File: config.mk
export PLATFORM = sky130hd
export DESIGN_NAME = prio_irq_ctrl
export DESIGN_NICKNAME = d
export VERILOG_FILES = /design/src/rtl/prio_irq_ctrl.sv
export SDC_FILE = /design/constraint.sdc
export NUM_CORES = 1
export LEC_CHECK = 0
export BUFFER_PORTS_ARGS = -buffer_cell sky130_fd_sc_hd__buf_2
export CAP_MARGIN = 10
export CELL_PAD_IN_SITES_DETAIL_PLACEMENT = 2
export CELL_PAD_IN_SITES_GLOBAL_PLACEMENT = 2
export CORE_MARGIN = 2
export CORE_UTILIZATION = 38
export CTS_CLUSTER_SIZE = 14
export DETAILED_ROUTE_END_ITERATION = 10
export HOLD_SLACK_MARGIN = 0.05
export PLACE_DENSITY = 0.87
export SKIP_CTS_REPAIR_TIMING = 1
export SYNTH_ARGS = -nofsm -noshare
export SYNTH_HDL_FRONTEND = slang
export SYNTH_SLANG_ARGS = --single-unit
File: constraint.sdc
create_clock -name clk -period 11.5 [get_ports clk]
set_input_delay 0 -clock clk [delete_from_list [all_inputs] [get_ports clk]]
set_output_delay 0 -clock clk [all_outputs]
set_load 0.005 [all_outputs]
File: src/rtl/prio_irq_ctrl.sv
module prio_irq_ctrl #(
  parameter int NSRC = 8,
  parameter int LVLW = 3,
  localparam int IDXW = (NSRC > 1) ? $clog2(NSRC) : 1
) (
  input  logic            clk,
  input  logic            rst_n,
  input  logic [NSRC-1:0] src_req_i,
  input  logic            wr_en_i,
  input  logic            wr_sel_i,
  input  logic [IDXW-1:0] wr_idx_i,
  input  logic [LVLW-1:0] wr_data_i,
  input  logic [IDXW-1:0] rd_idx_i,
  output logic            rd_pend_o,
  output logic [LVLW-1:0] rd_lvl_o,
  input  logic            gie_i,
  input  logic [LVLW-1:0] cpu_ipl_i,
  input  logic            ack_i,
  output logic            irq_o,
  output logic [IDXW-1:0] irq_idx_o,
  output logic [LVLW-1:0] irq_lvl_o
);

  logic [NSRC-1:0] pend;
  logic [LVLW-1:0] lvl [NSRC];
  logic [NSRC-1:0] sw_clr, ack_clr;
  logic            found;
  logic [IDXW-1:0] best_idx;
  logic [LVLW-1:0] best_lvl;

  assign sw_clr  = (wr_en_i && wr_sel_i && !wr_data_i[0]) ? (NSRC'(1) << wr_idx_i) : '0;
  assign ack_clr = (irq_o && ack_i) ? (NSRC'(1) << irq_idx_o) : '0;

  assign rd_pend_o = pend[rd_idx_i];
  assign rd_lvl_o  = lvl[rd_idx_i];

  always_ff @(posedge clk or negedge rst_n) begin
    if (!rst_n) pend <= '0;
    else        pend <= src_req_i | (pend & ~sw_clr & ~ack_clr);
  end

  always_ff @(posedge clk or negedge rst_n) begin
    if (!rst_n) begin
      for (int i = 0; i < NSRC; i++) lvl[i] <= '0;
    end else if (wr_en_i && !wr_sel_i) begin
      lvl[wr_idx_i] <= wr_data_i;
    end
  end

  always_comb begin
    found    = 1'b0;
    best_idx = '0;
    best_lvl = '0;
    for (int i = 0; i < NSRC; i++) begin
      if (gie_i && pend[i] && lvl[i] > cpu_ipl_i && lvl[i] > best_lvl) begin
        found    = 1'b1;
        best_idx = IDXW'(i);
        best_lvl = lvl[i];
      end
    end
  end

  always_ff @(posedge clk or negedge rst_n) begin
    if (!rst_n) begin
      irq_o     <= 1'b0;
      irq_idx_o <= '0;
      irq_lvl_o <= '0;
    end else if (irq_o) begin
      if (ack_i) irq_o <= 1'b0;
    end else if (found) begin
      irq_o     <= 1'b1;
      irq_idx_o <= best_idx;
      irq_lvl_o <= best_lvl;
    end
  end

  p_hold_r9: assert property (@(posedge clk) disable iff (!rst_n)
    irq_o && !ack_i |=> irq_o && $stable(irq_idx_o) && $stable(irq_lvl_o));

  p_ack_clears_r6: assert property (@(posedge clk) disable iff (!rst_n)
    irq_o && ack_i && src_req_i == '0 |=> !irq_o && !pend[$past(irq_idx_o)]);

  p_eligible_r2: assert property (@(posedge clk) disable iff (!rst_n)
    $rose(irq_o) |-> $past(gie_i) && ($past(cpu_ipl_i) < irq_lvl_o));

  p_level_zero_r3: assert property (@(posedge clk) disable iff (!rst_n)
    irq_o |-> irq_lvl_o != '0);

  p_hw_set_r8: assert property (@(posedge clk) disable iff (!rst_n)
    src_req_i != '0 |=> (pend & $past(src_req_i)) == $past(src_req_i));

  p_sw_one_r7: assert property (@(posedge clk) disable iff (!rst_n)
    wr_en_i && wr_sel_i && wr_data_i[0] && src_req_i == '0 && !(irq_o && ack_i)
    |=> pend == $past(pend));

endmodule

==> metrics.md <==
| Metric | Value |
|---|---|
| Synthesized netlist net count | 410 |
| Worst Setup Start Kind | flip-flop |
| DRT iter0 DRCs | 207 |
| MaxCap Viol Count | 0 |
| I/O pin total | 37 |
| Area of the mapped netlist | 3450 um^2 |
| Final setup viols | 2 |
| Fin crit share | 101% |
| 1st-pass router iterations | 4 |
| Final instance area | 4130 um^2 |
| Routed Antenna Nets | 0 |
| Stages on the worst setup path | 55 |
| Post-route insts no fill | 515 |
| Cell taking the most area after synthesis | dfrtp_1 |
| Worst-case clock buffer depth | 2 |
| Synth top area cells | dfrtp_1 28%, ha_1 14%, mux2_2 8.2% |
| CTS H-tree lvls | 2 |
| Total grt overflow | 0 |
| N_diodes | 0 |
| Worst Setup Slack, final | -0.0951 ns |
| Crit path max-delay cell type | dfrtp_1 |
| WHS Path Cells | 2 |
| Power density cells | 219 nW/um^2 |
| Top delay family on crit path | simple AND/OR/NAND/NOR gates |
| Initial antenna violation count | 0 |
| Cell variety after synth | 62 |
| Ys async rst share | 100% |
| Inst Count DP | 484 |
| Worst path most repeated cell | ha_1 |
| DRC Markers | 0 |
| Crit path capture type | flip-flop |
| Worst path required time | 11.67 ns |
| Outcome | finished, violations left |
| Total chip power | 0.904 mW |
| Die area | 9860 um^2 |
| Total length of routed wires | 15,500 um |
| Hold Fails Final Rpt | 0 |
| Final setup skew | 0.0205 ns |
| Hold Path End | lvl[22] |
| First-pass GRT wire length | 19,300 um |
| Via count | 3,366 |
| Synthesized instance count | 344 |
| Top cells by instance count after synthesis | 40 x ha_1, 39 x dfrtp_1, 28 x inv_1, 25 x mux2_2, 24 x nand2_1 |
| Largest net degree at the start of global routing | 40 |
| Final Critical Period | 11.60 ns |
| Clock Latency Late Sink | 0.30 ns |
| Placed cell area | 3730 um^2 |
| Maximum clock rate | 86.2 MHz |
| Hold WS | 0.0956 ns |
| Max IR drop VDD | 0.139 mV |
| Flop-to-flop setup slack | -0.1 ns |
| Number of port buffers | 36 |
| Fillers | 900 |
| Final nets | 472 |
| Post-synth EDFFs | 0 |
| Max-slew violations | 0 |
| Final TNS setup | -0.172 ns |
| Synthesized area per cell | 10.0 um^2 |
| Vias in the first global route | 3,449 |
| Most common cell in the netlist | ha_1 |
| Root Driver | clkbuf_8 |
| Dpl ws | -0.177 ns |
| Leakage power figure | 1.82 nW |
| Worst slew margin | 37.1% |
| Via/cell ratio | 6.54 |
| Chip Height | 99.3 um |
| FF+latch count, synth | 39 |
| Clock-pin slew on the worst setup and hold paths | 0.10 ns |
| R2r worst-path depth | 55 |
| CORE AREA | 8760 um^2 |
| Data arrival, critical path | 11.77 ns |
| Row cnt | 34 |
| Area Overhead vs Synth | 19.6% |
| Clock sinks | 39 |
| Max Fanout on Critical Path | 8 |
| HPWL after DPL | 9740 um |
| CTS tree | done |
| Synth warn | 0 |
| Sequential fraction of the synthesis area | 28.3% |
| Crit Path Class | reg -> reg |
| Reg2reg end | irq_idx_o[1] |
| Layout cells sized above 1 | 34.4% |
| Slew @ Worst Pin | 0.944 ns |
| Crit path buf inv count | 4 |
| Yosys top cell area share | 28.3% |
| Slowest stage delay, CP | 0.45 ns |
| HP Class | in -> reg |
| Die W | 99.3 um |
| Top_reg_cell synth | dfrtp_1 |
| Failing checks | setup timing |
| Hold_sp | wr_data_i[1] |
| Reg2reg start | lvl[21] |
| Placer Congestion | 0.954 |
| Num CTS Buffers | 5 |
| Routed wire per std cell | 30.1 um |
| Initial Util | 39.4% |
| Tot GR Track Use | 25.3% |
| Util after Layout | 47.1% |
[cell usage in the layout, fill, tap and decap left out, types with 6 or more instances in the layout]
cell type and instances:
ha_1 39, dfrtp_1 37, buf_2 36, inv_1 27, mux2_2 26, nand2_1 23, buf_4 16, nand3_1 15
a21oi_1 15, o21ai_0 12, nand2b_1 11, dlygate4sd3_1 10, mux4_2 8, nand3b_1 7, nor3_1 7, nor2_1 7
clkbuf_8 7, a21o_1 6, o221ai_1 6
[layout make-up]
cell class	count	area (um^2)	area share [%]
clock buffers	8	100	2.42
inverters	28	105	2.55
multi-input cells	270	2410	58.4
flip-flops and latches	39	978	23.7
well taps	108	135	3.27
repair buffers	62	400	9.70
[logic make-up (layout without fill, tap and decap cells)]
logic type / after synthesis / after routing / synth area share, %
AO/OA/AOI/OAI: 89 / 89 / 20.0
adder cells (fa/ha/maj): 40 / 40 / 14.5
buffers and inverters: 35 / 98 / 4.68
flip-flops: 39 / 39 / 28.3
multiplexers: 38 / 38 / 15.2
AND/OR/NAND/NOR: 103 / 103 / 17.4
[per-layer routing]
metal  up-vias  GRT usage [%]  wire [um]
met1      1731           30.7       6160
met3        52           1.48        644
met2       150           47.4       7880
met5         -              0          0
met4         0           8.32        793
li1       1433              -          -
[report_power, final]
group          switching, mW  leakage [nW]  internal, mW  total [mW]
Clock                 0.0538        0.0515        0.0550       0.109
Combinational          0.309          1.32         0.247       0.556
Sequential            0.0665         0.445         0.173       0.240
[state kept, by name (all words and copies together) (netlist names)]
name       flops
pend           8
irq_o          1
irq_idx_o      3
lvl           24
irq_lvl_o      3
[worst max path at each step]
stage / start / endpoint
3_3_place_gp: lvl[22] / irq_lvl_o[2]
3_5_place_dp: lvl[23] / irq_idx_o[1]
2_1_floorplan: lvl[22] / irq_idx_o[1]
4_1_cts: lvl[23] / irq_idx_o[1]
6_report: lvl[21] / irq_idx_o[1]
5_1_grt: lvl[21] / irq_idx_o[1]
(Power assumes the default switching activity.)
